### config.mk
export PLATFORM = sky130hd
export DESIGN_NAME = pr_handshake_seq
export DESIGN_NICKNAME = d
export VERILOG_FILES = /design/src/rtl/pr_handshake_seq.sv
export SDC_FILE = /design/constraint.sdc
export NUM_CORES = 1
export LEC_CHECK = 0
export CELL_PAD_IN_SITES_DETAIL_PLACEMENT = 0
export CELL_PAD_IN_SITES_GLOBAL_PLACEMENT = 1
export CORE_MARGIN = 2
export CORE_UTILIZATION = 31
export CTS_CLUSTER_DIAMETER = 30
export CTS_CLUSTER_SIZE = 30
export DETAILED_ROUTE_END_ITERATION = 7
export GPL_TIMING_DRIVEN = 0
export PLACE_DENSITY = 0.83
export SYNTH_ARGS = -nofsm -noshare
export SYNTH_HDL_FRONTEND = slang
export SYNTH_SLANG_ARGS = --single-unit
### constraint.sdc
create_clock -name clk -period 2 [get_ports clk]
set_input_delay 0.4 -clock clk [delete_from_list [all_inputs] [get_ports clk]]
set_output_delay 0.4 -clock clk [all_outputs]
set_load 0.01 [all_outputs]
### src/rtl/pr_handshake_seq.sv
module pr_handshake_seq #(
  parameter int CNT_W      = 12,
  parameter int PREP_CLKS  = 256,
  parameter int LONG_CLKS  = 2047,
  parameter int POLL_LIMIT = 10
) (
  input  logic             clk,
  input  logic             rst_n,
  input  logic             start,
  input  logic             stream_end,
  input  logic [2:0]       msel,
  input  logic             st_ready,
  input  logic             st_done,
  input  logic             st_error,
  input  logic             st_usermode,
  input  logic             st_status_pin,
  input  logic             st_config_pin,
  input  logic             st_done_pin,
  input  logic             burst_done,
  output logic             cfg_wide,
  output logic             cs_n,
  output logic             path_en,
  output logic             pr_req,
  output logic             burst_go,
  output logic [CNT_W-1:0] burst_count,
  output logic             busy,
  output logic             result_valid,
  output logic [1:0]       result
);
  localparam int PW = $clog2(POLL_LIMIT + 1);

  typedef enum logic [4:0] {
    S_IDLE, S_WIDTH, S_CSEL, S_PATHON, S_B1, S_B1W, S_REQ, S_B2, S_B2W,
    S_WRDY, S_STREAM, S_WDONE, S_DROP, S_B3, S_B3W, S_PATHOFF, S_CSOFF,
    S_FINAL, S_POST
  } st_t;

  st_t           state;
  logic [PW-1:0] poll;
  logic [1:0]    code;
  logic          last_poll;

  assign last_poll   = (poll == PW'(POLL_LIMIT - 1));
  assign busy        = (state != S_IDLE);
  assign burst_go    = (state inside {S_B1, S_B2, S_B3});
  assign burst_count = (state == S_B2) ? CNT_W'(LONG_CLKS) :
                       burst_go        ? CNT_W'(PREP_CLKS) : '0;

  always_ff @(posedge clk) begin
    if (!rst_n) begin
      state        <= S_IDLE;
      cfg_wide     <= 1'b1;
      cs_n         <= 1'b1;
      path_en      <= 1'b0;
      pr_req       <= 1'b0;
      poll         <= '0;
      code         <= 2'd0;
      result_valid <= 1'b0;
      result       <= 2'd0;
    end else begin
      result_valid <= 1'b0;
      case (state)
        S_IDLE:
          if (start) begin
            if (msel > 3'd1 || !(st_config_pin && st_status_pin)) begin
              code  <= 2'd1;
              state <= S_POST;
            end else begin
              state <= S_WIDTH;
            end
          end
        S_WIDTH: begin
          cfg_wide <= 1'b0;
          pr_req   <= 1'b0;
          state    <= S_CSEL;
        end
        S_CSEL:   begin cs_n <= 1'b0;    state <= S_PATHON; end
        S_PATHON: begin path_en <= 1'b1; state <= S_B1;     end
        S_B1:     state <= S_B1W;
        S_B1W:    if (burst_done) state <= S_REQ;
        S_REQ:    begin pr_req <= 1'b1;  state <= S_B2;     end
        S_B2:     state <= S_B2W;
        S_B2W:
          if (burst_done) begin
            poll  <= '0;
            state <= S_WRDY;
          end
        S_WRDY:
          if (st_error) begin
            code  <= 2'd1;
            state <= S_POST;
          end else if (st_ready) begin
            state <= S_STREAM;
          end else if (last_poll) begin
            code  <= 2'd2;
            state <= S_POST;
          end else begin
            poll <= poll + 1'b1;
          end
        S_STREAM:
          if (stream_end) begin
            poll  <= '0;
            state <= S_WDONE;
          end
        S_WDONE:
          if (st_error) begin
            code  <= 2'd1;
            state <= S_DROP;
          end else if (st_done) begin
            code  <= 2'd0;
            state <= S_DROP;
          end else if (last_poll) begin
            code  <= 2'd2;
            state <= S_DROP;
          end else begin
            poll <= poll + 1'b1;
          end
        S_DROP:    begin pr_req <= 1'b0;  state <= S_B3;    end
        S_B3:      state <= S_B3W;
        S_B3W:     if (burst_done) state <= S_PATHOFF;
        S_PATHOFF: begin path_en <= 1'b0; state <= S_CSOFF; end
        S_CSOFF:   begin cs_n <= 1'b1;    state <= S_FINAL; end
        S_FINAL: begin
          if (code == 2'd0 && !(st_usermode && st_done_pin && st_status_pin))
            code <= 2'd2;
          state <= S_POST;
        end
        S_POST: begin
          result       <= code;
          result_valid <= 1'b1;
          state        <= S_IDLE;
        end
        default: state <= S_IDLE;
      endcase
    end
  end

  assert_msel_reject_R1: assert property (@(posedge clk) disable iff (!rst_n)
    (state == S_IDLE && start && msel > 3'd1) |=> (state == S_POST && code == 2'd1));

  assert_pin_reject_R2: assert property (@(posedge clk) disable iff (!rst_n)
    (state == S_IDLE && start && !(st_config_pin && st_status_pin)) |=> (state == S_POST && code == 2'd1));

  assert_req_guard_R4: assert property (@(posedge clk) disable iff (!rst_n)
    pr_req |-> (!cs_n && path_en));

  assert_ready_error_R5: assert property (@(posedge clk) disable iff (!rst_n)
    (state == S_WRDY && st_error) |=> (state == S_POST && code == 2'd1));

  assert_path_guard_R6: assert property (@(posedge clk) disable iff (!rst_n)
    path_en |-> !cs_n);

  assert_keep_fail_R8: assert property (@(posedge clk) disable iff (!rst_n)
    (state == S_FINAL && code != 2'd0) |=> (code == $past(code)));

  assert_go_pulse_R9: assert property (@(posedge clk) disable iff (!rst_n)
    burst_go |=> !burst_go);

  assert_idle_post_R10: assert property (@(posedge clk) disable iff (!rst_n)
    result_valid |-> !busy);
endmodule

==> results.tsv, run 1 <==
stage	metric	value	unit
status	status	finished clean	
finish	fillCellCount	373	
detailed_routing	vias	1554	
sta	layout_min_cycle_time	2000	ps
logic_synthesis	avgSynthCellArea	7.54	um^2
finish	fin_cells	287	
die	die-height	68.9	um
pwr	p_leak	0.000902	uW
global_route	antenna_found_initial	0	
worst_setup_path	crit_required	2110	ps
die	rows	23	
sta	whs	460	ps
die	die_w	68.9	um
finish	seq_area	377	um^2
die	initial_core_util	32.4	%
finish	nNetsFinal	255	
global_route	first_global_vias	1337	
finish	drive_gt1_share	39.2	%
logic_synthesis	synth-seq-cells	18	
pwr	ir_drop	0.500	mV
detailed_routing	drtAntennaViolNets	0	
placement	hpwl	2.66	mm
placement	placed_area	0.00171	mm^2
clock_tree	clock_tree.root_cell	clkbuf_8	
global_route	track_usage	19.6	%
detailed_routing	drt_wl_total	4.71	mm
worst_setup_path	crit_path_cell_trace	buf_4 -> or3_4 -> or2_4 -> buf_4 -> o2111ai_4 -> a221o_1 -> a21oi_1	
placement	port_buffers	33	
detailed_routing	drt_pass1_iterations	6	
clock_tree	clk_pin_slew	80	ps
finish	mostFrequentLayoutCell	buf_4	
logic_synthesis	synth_fp_nets	190	
logic_synthesis	async_flop_share	0	%
sta	tightest_slew	657	ps
logic_synthesis	synth_area	0.00131	mm^2
sta	grt_setup_unrepaired	yes	
finish	area_growth_syn_to_layout	69.5	%
logic_synthesis	synth.distinct_cells	51	
worst_setup_path	arrival	2110	ps
placement	dp.cells	256	
detailed_routing	vias_per_cell	5.41	
job	drv_cap	0	
sta	hold_viol_final	0	
placement	place.gp.congestion	0.845	
worst_setup_path	worst-setup-path-type	register to register	
clock_tree	postCtsHoldBufs	0	
sta	period_share	100	%
die	ios	36	
global_route	gr-total-overflow	0	
global_route	grt_max_degree	11	
logic_synthesis	synthFlopType	dfxtp_1	
clock_tree	cts_buffer_depth	2	
die	dieArea	0.00474	mm^2
sta	slew_violations	0	
logic_synthesis	yosysWarningCount	0	
clock_tree	cts_tree	yes	
sta	setup_viol	0	
detailed_routing	drtIter0Drc	98	
worst_setup_path	critPathLaunchType	register	
sta	clock_skew	2.81	ps
worst_setup_path	cp_common_cell	buf_4	
finish	most-common-layout-cells	34 x buf_4, 19 x clkdlybuf4s50_1, 16 x nand2_1	
logic_synthesis	synth-edff-count	0	
worst_setup_path	slowest_delay	400	ps
finish	diodes	0	
finish	multi_input_area	890	um^2
clock_tree	cts_max_level	1	
global_route	grt_pass1_wl	6.80	mm
detailed_routing	drc	0	
die	coreArea	0.00403	mm^2
logic_synthesis	postSynthCellCount	173	
worst_setup_path	end_kind	register	
clock_tree	numCtsBuffers	3	
finish	finish.instance_area	0.00221	mm^2
worst_setup_path	cp_max_fo	7	
hold_path	hold_class	register to register	
sta	max_slew_margin	55.6	%
worst_setup_path	slowest_stage	or3_4	
clock_tree	clock_latency	260	ps
clock_tree	clock_sinks	18	
logic_synthesis	seq_area_frac_synth	27.6	%
finish	fin_util	54.9	%
pwr	p_per_area	1080	mW/mm^2
sta	max_clock_freq	500	MHz
detailed_routing	avgRoutedWirePerCell	16.4	um
==> metal layers <==
layer  part of all wire [%]  GRT usage [%]  up-vias
met5                      0              0        -
met4                    1.6           7.60        0
met3                    7.0           3.73        8
met2                     48           30.8       71
met1                     44           26.4      728
li1                       -              -      747
==> cell type report <==
type	instances	area share (%)
multi-input cells	129	40.2
well taps	50	2.83
clock buffers	4	2.49
plain buffers	21	11.1
flip-flops and latches	18	17.0
inverters	4	0.679
repair buffers	61	25.7
==> critical path, delay by kind of cell (launching register included) <==
kind	cells	cell delay, ps
compound gates	3	530
buf+inv	2	320
flops	1	360
simple gates	2	660
==> through the flow <==
stage | TNS (ps) | power [uW] | worst slack (ps)
2_1_floorplan | 0 | 1220 | 28.3
3_3_place_gp | -11390 | 1540 | -895
3_5_place_dp | -11370 | 1540 | -904
4_1_cts | 0 | 2220 | 2.65
5_1_grt | -75.3 | 2530 | -42.3
6_report | 0 | 2400 | 0.795
==> power breakdown <==
part / switching, uW / internal, uW
Sequential: 52.2 / 441
Clock: 134 / 175
Combinational: 776 / 817
==> final timing paths <==
kind                            cells after the start  slack (ps)      start         to
worst max-delay path                                7         0.8   state[2]   state[1]
worst min-delay path                                2         460  result[0]  result[0]
worst max register to register                      7         0.8   state[2]   state[1]
worst min register to register                      2         460  result[0]  result[0]
==> registers in the layout, indices dropped and copies added, names as in the netlist <==
signal,cells
state,5
result,2
poll,4
path_en,1
cfg_wide,1
pr_req,1
cs_n,1
result_valid,1
code,2
==> logic make-up (layout without fill, tap and decap cells) <==
kind of cell,Yosys count,in the layout,synth area share (%)
AND/OR/NAND/NOR,79,79,35.0
AO/OA/AOI/OAI,46,46,23.6
buffers and inverters,26,90,10.7
flip-flops,18,18,27.6
adder cells (fa/ha/maj),2,2,1.92
other,1,1,0.287
multiplexers,1,1,0.863
==> synthesized netlist by cell type (all sizes together) (2+ instances only) <==
cell	count	area, um^2
or3	3	18.8
nor2b	7	43.8
inv	4	15.0
a21oi	16	80.1
nor2	15	56.3
or4b	2	23.8
clkbuf	5	18.8
o41ai	3	26.3
ha	2	25.0
buf	17	106
dfxtp	18	360
o2111ai	2	23.8
nor3b	4	30.0
and3b	2	17.5
nand2b	2	12.5
nor3	10	50.1
nand3	6	30.0
o21ai	11	55.1
or2	2	12.5
nand2	17	63.8
==> repair_timing <==
item                                    in CTS  in global routing
resized for setup                           99                 31
pin swaps                                    2                  7
endpoints found under the setup margin      13                 20
cloned                                       1                  0
setup buffers                               14                 13
No activity file was read; power rests on OpenSTA's default activity.
==> run 2, diff against run 1 <==
- ABC_AREA: not set -> 1
- CORE_UTILIZATION: 31 -> 30
- PLACE_DENSITY: 0.83 -> 0.82
==> run 2 against run 1 <==
Clock power is 5% higher. Setup slack gained 71 ps. Die area grew 16%. Core utilization fell by 12 points. Via count rose by 5.2%. Sequential share of layout area is 1.0 points higher. Combinational power down 25%. Largest cell class unchanged.
==> results.tsv, run 2 <==
stage	metric	value	unit
sta	slew_violations	0	
logic_synthesis	synth_common_cells	49 x nand2_1, 43 x nor2_1, 24 x nand3_1, 19 x inv_1, 18 x dfxtp_1	
worst_setup_path	cp_max_fo	9	
logic_synthesis	async_flop_share	0	%
global_route	grt_pass1_wl	6.64	mm
die	initial_core_util	31.3	%
worst_setup_path	crit_buf_inv	4	
finish	nNetsFinal	301	
pwr	ir_drop	0.461	mV
worst_setup_path	crit_required	1600	ps
status	status	finished clean	
pwr	p_switching	1000	uW
placement	dp_worst_setup_slack	-415	ps
worst_setup_path	slowest_stage	dfxtp_1	
logic_synthesis	avgSynthCellArea	6.20	um^2
logic_synthesis	postSynthCellCount	238	
worst_setup_path	cp.depth	6	
worst_setup_path	ff2ff_setup_slack	400	ps
sta	hold_viol_final	0	
placement	hpwl	3.08	mm
die	die_w	74.2	um
clock_tree	clk_pin_slew	80	ps
finish	regMostFlops	state	
detailed_routing	avgRoutedWirePerCell	11.8	um
finish	largest_register_ffs	5	
die	coreArea	0.00472	mm^2
pwr	seq_power_share	26.2	%
detailed_routing	drt_pass1_iterations	4	
worst_setup_path	worst-setup-path-type	register to output pin	
worst_setup_path	crit_path_cell_trace	buf_4 -> inv_6 -> nand3_4 -> buf_4 -> o21ai_0 -> dlygate4sd2_1	
placement	placed_area	0.00188	mm^2
die	ios	36	
worst_setup_path	cp_top_family	buffers and inverters	
logic_synthesis	synth.distinct_cells	29	
logic_synthesis	synthFlopType	dfxtp_1	
pwr	p_int	1070	uW
sta	period_share	96.4	%
logic_synthesis	synth_fp_nets	255	
logic_synthesis	synth-edff-count	0	
clock_tree	clock_latency	260	ps
global_route	antenna_found_initial	0	
die	die-height	74.2	um
logic_synthesis	synth_area_leader_cell	dfxtp_1	
finish	largestRegisters	state: 5 flops, poll: 4 flops	
hold_path	hold_class	primary input to register	
sta	layout_min_cycle_time	1930	ps
finish	diodes	0	
sta	setup_viol	0	
worst_setup_path	rr_worst_depth	10	
sta	setup_slack	71.6	ps
placement	place.gp.congestion	0.890	
die	rows	25	
clock_tree	clock_sinks	18	
detailed_routing	drt_wl_total	4.14	mm
worst_setup_path	crit_start	state[4]	
job	drv_cap	0	
finish	area_growth_syn_to_layout	37.5	%
detailed_routing	drtIter0Drc	91	
clock_tree	cts_tree	yes	
global_route	first_global_vias	1414	
global_route	grt_max_degree	11	
sta	whs	343	ps
pwr	p_leak	0.000954	uW
logic_synthesis	yosys.area.top_type_share	24.4	%
finish	finish.instance_area	0.00203	mm^2
logic_synthesis	synth.most_common_cell	nand2_1	
global_route	gr-total-overflow	0	
pwr	clock_power_share	15.7	%
placement	port_buffers	32	
logic_synthesis	yosysWarningCount	0	
pwr	p_per_area	1020	mW/mm^2
sta	max_clock_freq	519	MHz
worst_setup_path	r2r_end	state[0]	
clock_tree	cts_buffer_depth	2	
worst_setup_path	cp_common_cell	buf_4	
detailed_routing	drc	0	
worst_setup_path	critPathLaunchType	register	
clock_tree	postCtsHoldBufs	0	
detailed_routing	vias_per_cell	4.67	
clock_tree	clock_tree.root_cell	clkbuf_8	
die	dieArea	0.00550	mm^2
logic_synthesis	seq_area_frac_synth	24.4	%
finish	drive_gt1_share	22.6	%
finish	mostFrequentLayoutCell	nand2_1	
clock_tree	cts_max_level	1	
finish	fin_util	43.0	%
sta	clock_skew	4.89	ps
worst_setup_path	reg2reg_from	state[4]	
detailed_routing	vias	1635	
finish	most-common-layout-cells	48 x nand2_1, 42 x nor2_1, 23 x nand3_1	
worst_setup_path	end_kind	output pin	
logic_synthesis	synth-seq-cells	18	
detailed_routing	drtAntennaViolNets	0	
logic_synthesis	yosys-top-cells-area	dfxtp_1 24%, nand2_1 12%, nor2_1 11%	
pwr	p_sw_share	48.4	%
pwr	pwr-share-comb	58.1	%
global_route	track_usage	15.6	%
logic_synthesis	synth_area	0.00148	mm^2
worst_setup_path	arrival	1530	ps
clock_tree	numCtsBuffers	3	
worst_setup_path	crit_path_end	burst_go	
worst_setup_path	slowest_delay	300	ps
==> run 2: changes by cell type in the layout (fill, tap and decap cells not counted), moves of 6 or more <==
cell	change
buf_8	-7
dlygate4sd2_1	+6
buf_4	-14
nor2_1	+27
inv_1	+14
nand3_1	+18
nor2_4	+6
nand2_1	+32
buf_6	-9
==> run 2: logic make-up (layout without fill, tap and decap cells) <==
| logic type | after synthesis | in the layout | share of synthesized area (%) |
|---|---|---|---|
| xor gates and xnor gates | 2 | 2 | 1.19 |
| buffers and inverters | 39 | 83 | 14.2 |
| adders and majority gates | 2 | 2 | 1.69 |
| and+or+nand+nor | 149 | 150 | 48.7 |
| other | 1 | 1 | 0.254 |
| AOI/OAI and AO/OA | 27 | 27 | 9.49 |
| DFF | 18 | 18 | 24.4 |
==> run 2: worst min-delay path by stage <==
stage	startpoint	endpoint	slack (ps)	depth (start not counted)
after floorplan	code[1]	code[1]	440	2
after global placement	cfg_wide	cfg_wide	430	2
after detailed placement	cfg_wide	cfg_wide	440	2
after CTS	rst_n	cfg_wide	350	2
after global routing	rst_n	cfg_wide	350	2
final	rst_n	cfg_wide	340	2
==> run 2: power groups by stage <==
stage          Sequential (uW)  Clock, uW  Combinational, uW
4_1_cts                    538        320               1190
6_report                   541        325               1200
3_3_place_gp               532          0               1170
3_5_place_dp               531          0               1160
5_1_grt                    553        331               1340
2_1_floorplan              530          0                845
==> run 2: cell type report <==
| type | count | area, um^2 |
|---|---|---|
| Multi-Input combinational cell | 182 | 950 |
| Tap cell | 67 | 83.8 |
| Fill cell | 512 | 2690 |
| Sequential cell | 18 | 367 |
| Timing Repair Buffer | 40 | 365 |
| Buffer | 13 | 105 |
| Clock buffer | 4 | 55.1 |
| Inverter | 26 | 105 |
==> run 2: routing by layer <==
layer  vias up  global-route usage, %  wire length, um
li1        851                      -                -
met1       721                   22.3             2040
met2        58                   25.3             1890
met3         5                   2.30              186
met4         0                   2.42               25
met5         -                      0                0
==> run 2: metrics by stage <==
step                      cells  setup TNS, ps  total power [uW]
after global placement      337          -4400              1710
final                       350              0              2070
after detailed placement    337          -4060              1690
after global routing        350         -0.232              2220
after floorplan             238              0              1370
after CTS                   347              0              2050
==> run 2: timing repair <==
item	CTS	global route
setup endpoints to repair	13	6
buffers inserted	5	3
pin swaps	5	2
resized for setup	27	7
gates cloned	1	0
